File: config.mk
export PLATFORM = sky130hd
export DESIGN_NAME = flag_pair_regs
export DESIGN_NICKNAME = d
export VERILOG_FILES = /design/src/rtl/flag_pair_regs.sv
export SDC_FILE = /design/constraint.sdc
export NUM_CORES = 1
export LEC_CHECK = 0
export BUFFER_PORTS_ARGS = -buffer_cell sky130_fd_sc_hd__buf_2
export CORE_MARGIN = 1
export CORE_UTILIZATION = 60
export DETAILED_ROUTE_END_ITERATION = 12
export GPL_ROUTABILITY_DRIVEN = 0
export PLACE_DENSITY_LB_ADDON = 0.08
export SLEW_MARGIN = 20
export SYNTH_ARGS = -nofsm -noshare
export SYNTH_HDL_FRONTEND = slang
export SYNTH_SLANG_ARGS = --single-unit
export TNS_END_PERCENT = 30
File: constraint.sdc
create_clock -name clk -period 5.2 [get_ports clk]
set_clock_uncertainty 0.15 [all_clocks]
set_input_delay 1.3 -clock clk [delete_from_list [all_inputs] [get_ports clk]]
set_output_delay 1.3 -clock clk [all_outputs]
set_load 0.02 [all_outputs]
File: src/rtl/flag_pair_regs.sv
module flag_pair_regs #(
  parameter int ADDR_W = 8,
  parameter int DATA_W = 32,
  parameter logic [ADDR_W-1:0] VOL_OFS = 8'h30,
  parameter logic [ADDR_W-1:0] NV_OFS  = 8'h38
) (
  input  logic              clk,
  input  logic              por_n,
  input  logic              sys_rst_n,
  input  logic              bus_en,
  input  logic              bus_we,
  input  logic [ADDR_W-1:0] bus_addr,
  input  logic [DATA_W/8-1:0] bus_be,
  input  logic [DATA_W-1:0] bus_wdata,
  output logic [DATA_W-1:0] bus_rdata
);
  localparam int BE_W = DATA_W / 8;
  localparam int LSB  = $clog2(BE_W);
  localparam int WA_W = ADDR_W - LSB;
  localparam logic [WA_W-1:0] VOL_SET = VOL_OFS[ADDR_W-1:LSB];
  localparam logic [WA_W-1:0] VOL_CLR = VOL_SET + 1'b1;
  localparam logic [WA_W-1:0] NV_SET  = NV_OFS[ADDR_W-1:LSB];
  localparam logic [WA_W-1:0] NV_CLR  = NV_SET + 1'b1;

  logic [DATA_W-1:0] vol_q, nv_q;
  logic [WA_W-1:0]   word;
  logic vol_rst_n, wr_ok, rd;
  logic vol_set, vol_clr, nv_set, nv_clr;

  assign vol_rst_n = por_n & sys_rst_n;
  assign word      = bus_addr[ADDR_W-1:LSB];
  assign wr_ok     = bus_en & bus_we & (&bus_be);
  assign rd        = bus_en & ~bus_we;
  assign vol_set   = wr_ok && (word == VOL_SET);
  assign vol_clr   = wr_ok && (word == VOL_CLR);
  assign nv_set    = wr_ok && (word == NV_SET);
  assign nv_clr    = wr_ok && (word == NV_CLR);

  always_ff @(posedge clk or negedge vol_rst_n) begin
    if (!vol_rst_n)   vol_q <= '0;
    else if (vol_set) vol_q <= vol_q | bus_wdata;
    else if (vol_clr) vol_q <= vol_q & ~bus_wdata;
  end

  always_ff @(posedge clk or negedge por_n) begin
    if (!por_n)      nv_q <= '0;
    else if (nv_set) nv_q <= nv_q | bus_wdata;
    else if (nv_clr) nv_q <= nv_q & ~bus_wdata;
  end

  assign bus_rdata = (rd && word == VOL_SET) ? vol_q :
                     (rd && word == NV_SET)  ? nv_q  : '0;


  vol_set_chk: assert property (@(posedge clk) disable iff (!vol_rst_n)
    vol_set |=> ((vol_q & $past(bus_wdata)) == $past(bus_wdata)));

  vol_clr_chk: assert property (@(posedge clk) disable iff (!vol_rst_n)
    vol_clr |=> ((vol_q & $past(bus_wdata)) == '0));

  nv_clr_chk: assert property (@(posedge clk) disable iff (!por_n)
    nv_clr |=> ((nv_q & $past(bus_wdata)) == '0));

  partial_be_chk: assert property (@(posedge clk) disable iff (!vol_rst_n)
    (bus_en && bus_we && !(&bus_be)) |=> ($stable(vol_q) && $stable(nv_q)));

  nv_hold_chk: assert property (@(posedge clk) disable iff (!por_n)
    !(nv_set || nv_clr) |=> $stable(nv_q));

  idle_rdata_chk: assert property (@(posedge clk) disable iff (!por_n)
    !rd |-> (bus_rdata == '0));

  always @(posedge clk) begin
    if (!por_n) por_clear_chk: assert (nv_q == '0 && vol_q == '0);
  end
endmodule

Yosys cells after proc, flatten, opt, wreduce, memory -nomap -nowiden
Cells that the tools add are included.

Bitwise logic cells: 10. Muxes and demuxes: 6. Eq/ne operators: 4. Reductions and logical operators: 9.

Operators with widths (number): 32-bit 2-to-1 mux (6); 32-bit AND (2); 32-bit bitwise OR (2); 32-bit inverter (1); 6-bit by 4-bit equality test with 1-bit output (second input constant) (4); 1-bit logical AND (6); 1-bit AND (4); 4-bit AND reduction (1); 2-bit nonzero test (2); 1-bit inverter (1).

Flip-flop bits (word level): 64. Bits of input ports: 49. Output and inout port bits: 32.

Longest topological paths before layout
Gate-level depths: netlist of the first run.

Depth after elaboration: 5. Mapped depth: 6. Mapped depth without buffers: 3.

Worst setup path after synthesis of the first run
No wires, ideal clock.

Path type: input to output. From: in bus_addr[6]. To: out bus_rdata[0]. Buffers on the path: 2. Required time: 3.750 ns. Arrival time: 2.607 ns. Stages: 5. Slack: 1.143 ns. Cell sequence: nand4bb_1 or4b_1 clkbuf_1 clkbuf_1 nor2_1.

Longest elaborated chain between the ends: 4.

Ends and longest elaborated chain: start, declared (line 12) `input logic [ADDR_W-1:0] bus_addr,`; 6-bit by 4-bit equality test with 1-bit output (line 52) `(rd && word == NV_SET) ? nv_q : '0;`; 1-bit logical AND (line 52); 32-bit 2-to-1 mux (line 52); 32-bit 2-to-1 mux (*) (line 51) `assign bus_rdata = (rd && word == VOL_SET) ? vol_q :`; end, declared (line 15) `output logic [DATA_W-1:0] bus_rdata`.

Every way passes the cells marked *; elsewhere a longest branch is shown, timed or not.

Worst setup path in the final report of the first run
From: in bus_addr[6]. To: out bus_rdata[2].

The elaborated chain is that of the path after synthesis.

==> out/results.txt, run 1 <==
worst skew pair latency: 320 ps
Hold WC Path Type: flop to flop
vias: 3207
Crit Path Class: input pin to output pin
Net Sw Frac: 0.2634
H-tree Lvls: 3
Clock Tree Buf Depth: 2
Max Freq: 0.2284 GHz
Post-CTS Resized: 0
status: finished, final reports clean
hpwl dp: 4.946 mm
Cell Area, Synth: 0.003921 sq mm
Sw Pwr: 259.5 uW
root buf cell: clkbuf_8
Clock Power Share: 0.374
Int Power: 725.6 uW
gr usage total: 0.2584
worst-path fanout max: 25
CP startpoint: bus_addr[6]
# DRC: 0
# clock sinks: 64
Port-buffer cells: 78
Reg clk slew, reported paths: 70 ps
Final setup viols: 0
Inserted Clock Buffers: 9
initial antenna violation count: 0
CP required: 3750 ps
P_leak: 2.237 nW
Peak supply drop: 0.1569 mV
CTS tree: built
YS warnings: 0
setup tns final: 0 ps
CP Launch Type: input pin
Max transition margin: 0.3269
proportion of layout cells with a drive suffix above 1: 0.2245
combinational fraction of design power: 0.114
number of routed nets with antenna violations: 0
I/O pins: 81
Core ar.: 0.006314 sq mm
cts hold-fix bufs: 0
Hold Path Cell Cnt: 2
Area growth, synth to finish: 13.72%
diode count: 0
Die Wd: 82.84 microns
CP Capture Type: output pin
Max-Cap Viols: 0
RSZ-0062 raised after global routing: false
Initial Util: 0.6211
power density cells: 220.9 mW/mm^2
Yosys top cell by area: dfrtp_1
hold slack: 346.7 ps
GRT overflow: 0
Yosys reg bits: 64
first-pass GRT wire length: 14.50 mm
worst-margin pin slew: 1010 ps
die height: 82.84 microns
DP Area: 0.004293 sq mm
endpoints failing hold: 0
vias per cell: 5.656
Seq/Total Area, Yosys: 0.4084
period utilisation layout: 0.8420
Post-Layout Inst Area: 0.004459 sq mm
Arrival @ worst endpoint: 2930 ps
Synth cell types: 19
Min Clock Period, post-route: 4378 ps
Row Count: 29
Starting DRT DRC Count: 177
share of power burned in registers: 0.512
largest cells by area after synthesis: dfrtp_1 (41%), mux2i_1 (20%), nor4_1 (7.7%)
fin nets: 534
Worst R2R Path Depth: 2
postcts setup bufs: 0
maximum number of pins on one net before global-route repair: 98
setup slack, reg-to-reg: 4320 ps
synthesized instance count: 435
Synth Net Count: 484
Mean Syn Cell Area: 9.014 sq um
Max Slew Vio Count: 0
drt first pass iters: 4
Die Area: 0.006862 sq mm
vias in the first global route: 3142
Routed WL: 8.605 mm
post-synth top area share: 0.4084
DR WL/cell: 15.18 microns
-- final cells by class --
cell class              instances  area, sq um
well taps                      77        96.34
repair buffers                 84        437.9
multi-input cells             262         1917
clock buffers                  13        148.9
clock inverters                 3        17.52
fillers                       527         1854
flip-flops and latches         64         1602
inverters                      64        240.2
-- metal layers --
layer  wire length (microns)  vias to the layer above  track usage
met5                       0                        -            0
met4                      65                        0      0.08307
met3                     275                        8      0.03579
met2                    4302                       66       0.4560
met1                    3962                     1548       0.3280
li1                        -                     1585            -
-- critical path, cell delays in order --
cell	delay, ps
buf_2	90
nand4bb_4	210
or4b_1	660
buf_4	320
nor2_1	170
buf_2	180
-- power by group through the flow --
stage / sequential [mW] / combinational (mW) / clock, mW
finish: 0.504 / 0.112 / 0.369
global route: 0.504 / 0.125 / 0.398
CTS: 0.504 / 0.113 / 0.379
detailed placement: 0.513 / 0.113 / 0
global placement: 0.513 / 0.111 / 0
floorplan: 0.513 / 0.0699 / 0
-- kinds of logic after synthesis --
family	count (synthesis)	share of synthesized area
buffers and inverters	109	0.1078
DFF	64	0.4084
AOI/OAI and AO/OA	32	0.07913
muxes	80	0.2042
and+or+nand+nor	150	0.2004
-- cell usage after synthesis --
library cell / number
nand2_1: 33
mux2i_1: 80
dfrtp_1: 64
or4b_1: 1
nand4bb_1: 1
buf_6: 1
o31ai_1: 6
buf_1: 1
o31ai_2: 10
or4_1: 1
nand2b_1: 32
buf_2: 5
nor4_1: 48
inv_1: 64
o41ai_1: 16
clkbuf_1: 38
nand4_1: 1
and2_1: 1
nor2_1: 32
-- metrics by stage --
step	instances	setup slack (ps)	power (mW)	utilization
6_report	567	821.7	0.9851	0.7063
5_1_grt	567	698.4	1.026	0.7063
4_1_cts	567	814.6	0.9955	0.7063
3_3_place_gp	551	803.8	0.6241	0.6799
3_5_place_dp	551	809.0	0.6259	0.6799
2_1_floorplan	435	1143	0.5826	-
-- cell usage in the layout (no fill, tap or decap) --
cell type,instances
nor4_1,48
clkbuf_1,3
clkinv_2,2
nand2_1,32
o41ai_1,16
and2_2,1
clkbuf_8,10
clkinvlp_4,1
buf_2,77
buf_4,7
nor2_1,32
or4_1,1
o31ai_2,10
inv_1,64
o31ai_1,6
nand4bb_4,1
nand2_2,1
nand2b_1,32
or4b_1,1
nand4_1,1
mux2i_1,80
dfrtp_1,64
-- worst paths after layout --
check	end
max	bus_rdata[2]
min	flop
max reg2reg	flop
min reg2reg	flop
max in group asynchronous	asynchronous set/reset pin
min in group asynchronous	asynchronous set/reset pin
(Power assumes the default switching activity.)
==> inputs of run 2 (changes only) <==
- CORE_UTILIZATION: 60 -> 55
- clock period: 5.2 -> 4.1 ns (I/O delays scaled with it)
==> out/results.txt, run 2 (synthesis results as in run 1) <==
setup slack, reg-to-reg: 3200 ps
CP max-delay cell: or4b_1
Routed WL: 8.900 mm
worst-margin pin slew: 1023 ps
status: finished, final reports clean
period utilisation layout: 0.8727
Row Count: 30
vias: 3204
CP Capture Type: output pin
# DRC: 0
CP delay by family, top: simple AND/OR/NAND/NOR gates
Peak supply drop: 0.2062 mV
number of routed nets with antenna violations: 0
root buf cell: clkbuf_8
area of the multi-input gates: 0.001917 sq mm
Max transition margin: 0.3181
Crit Path Class: input pin to output pin
CTS tree: built
Inserted Clock Buffers: 9
Reg clk slew, reported paths: 80 ps
setup tns final: 0 ps
CP Launch Type: input pin
final core utilization: 0.6617
endpoints failing hold: 0
FF+latch area: 0.001602 sq mm
Min Clock Period, post-route: 3578 ps
worst skew pair latency: 350 ps
maximum number of pins on one net before global-route repair: 95
worst-path fanout max: 32
Area growth, synth to finish: 15.28%
RSZ-0062 raised after global routing: false
crit-path cells: buf_2, nand4bb_4, or4b_1, buf_4, nor2_1, buf_2
Port-buffer cells: 78
diode count: 0
DP Area: 0.004324 sq mm
I/O pins: 81
Die Wd: 86.44 microns
proportion of layout cells with a drive suffix above 1: 0.2322
initial antenna violation count: 0
gr usage total: 0.2534
commonest non-fill, non-tap cell in the layout: mux2i_1
WP buf/inv: 3
Max-Cap Viols: 0
cts hold-fix bufs: 0
postcts setup bufs: 0
most frequent cells in the layout: mux2i_1 (80), buf_2 (77), inv_1 (64), dfrtp_1 (64), nor4_1 (48)
fin nets: 535
Max Slew Vio Count: 0
drt first pass iters: 4
Clock Tree Buf Depth: 2
vias per cell: 5.458
vias in the first global route: 3055
Starting DRT DRC Count: 277
Arrival @ worst endpoint: 2400 ps
cell mode on critical path: buf_2
CP required: 2920 ps
P_leak: 2.254 nW
Post-Layout Inst Area: 0.004521 sq mm
die height: 86.44 microns
power density cells: 294.0 mW/mm^2
H-tree Lvls: 3
first-pass GRT wire length: 14.63 mm
GRT overflow: 0
Max Freq: 0.2795 GHz
crit-path max cell delay: 460 ps
Final setup viols: 0
Core ar.: 0.006832 sq mm
Hold WC Path Type: flop to flop
hpwl dp: 4.932 mm
Post-CTS Resized: 0
Die Area: 0.007471 sq mm
fill cell count: 588
Initial Util: 0.5740
DR WL/cell: 15.16 microns
# clock sinks: 64
-- run 2: per-stage QoR --
step | instances | hold slack [ps] | setup WS, ps | total power, mW
6_report | 587 | 347.7 | 522.0 | 1.329
5_1_grt | 587 | 382.9 | 422.8 | 1.385
4_1_cts | 587 | 347.5 | 522.2 | 1.346
3_5_place_dp | 571 | 328.9 | 523.3 | 0.7960
3_3_place_gp | 571 | 325.0 | 494.5 | 0.7941
2_1_floorplan | 435 | 311.1 | 593.2 | 0.7389
-- run 2: final timing paths --
| check | start | end | cells past startpoint |
|---|---|---|---|
| max | bus_addr[6] | bus_rdata[18] | 6 |
| min | flop | flop | 2 |
| max reg2reg | flop | flop | 2 |
| min reg2reg | flop | flop | 2 |
| max in group asynchronous | por_n | asynchronous set/reset pin | 2 |
| min in group asynchronous | por_n | asynchronous set/reset pin | 2 |
-- run 2: power by group --
group | total (mW) | internal [mW] | switching [mW]
clock network | 0.546 | 0.280 | 0.266
registers | 0.639 | 0.636 | 0.00276
logic | 0.144 | 0.0498 | 0.0942
total | 1.33 | 0.966 | 0.363
-- run 2: metal layers --
layer | part of all wire | global-route usage
met2 | 0.46 | 0.4098
met3 | 0.048 | 0.05524
met5 | 0 | 0
met4 | 0.014 | 0.08636
met1 | 0.48 | 0.3389
-- run 2: cell type report --
type / instances / area share
multi-input combinational: 262 / 0.4240
clock inverter: 7 / 0.01605
clock buffer: 9 / 0.02740
sequential: 64 / 0.3543
tap: 96 / 0.02657
timing repair buffer: 85 / 0.09853
inverter: 64 / 0.05314
-- run 2: tightest hold or removal path, stage by stage, from the launching register on --
cell,delay [ps]
dfrtp_1,350
o41ai_1,70
o31ai_1,50
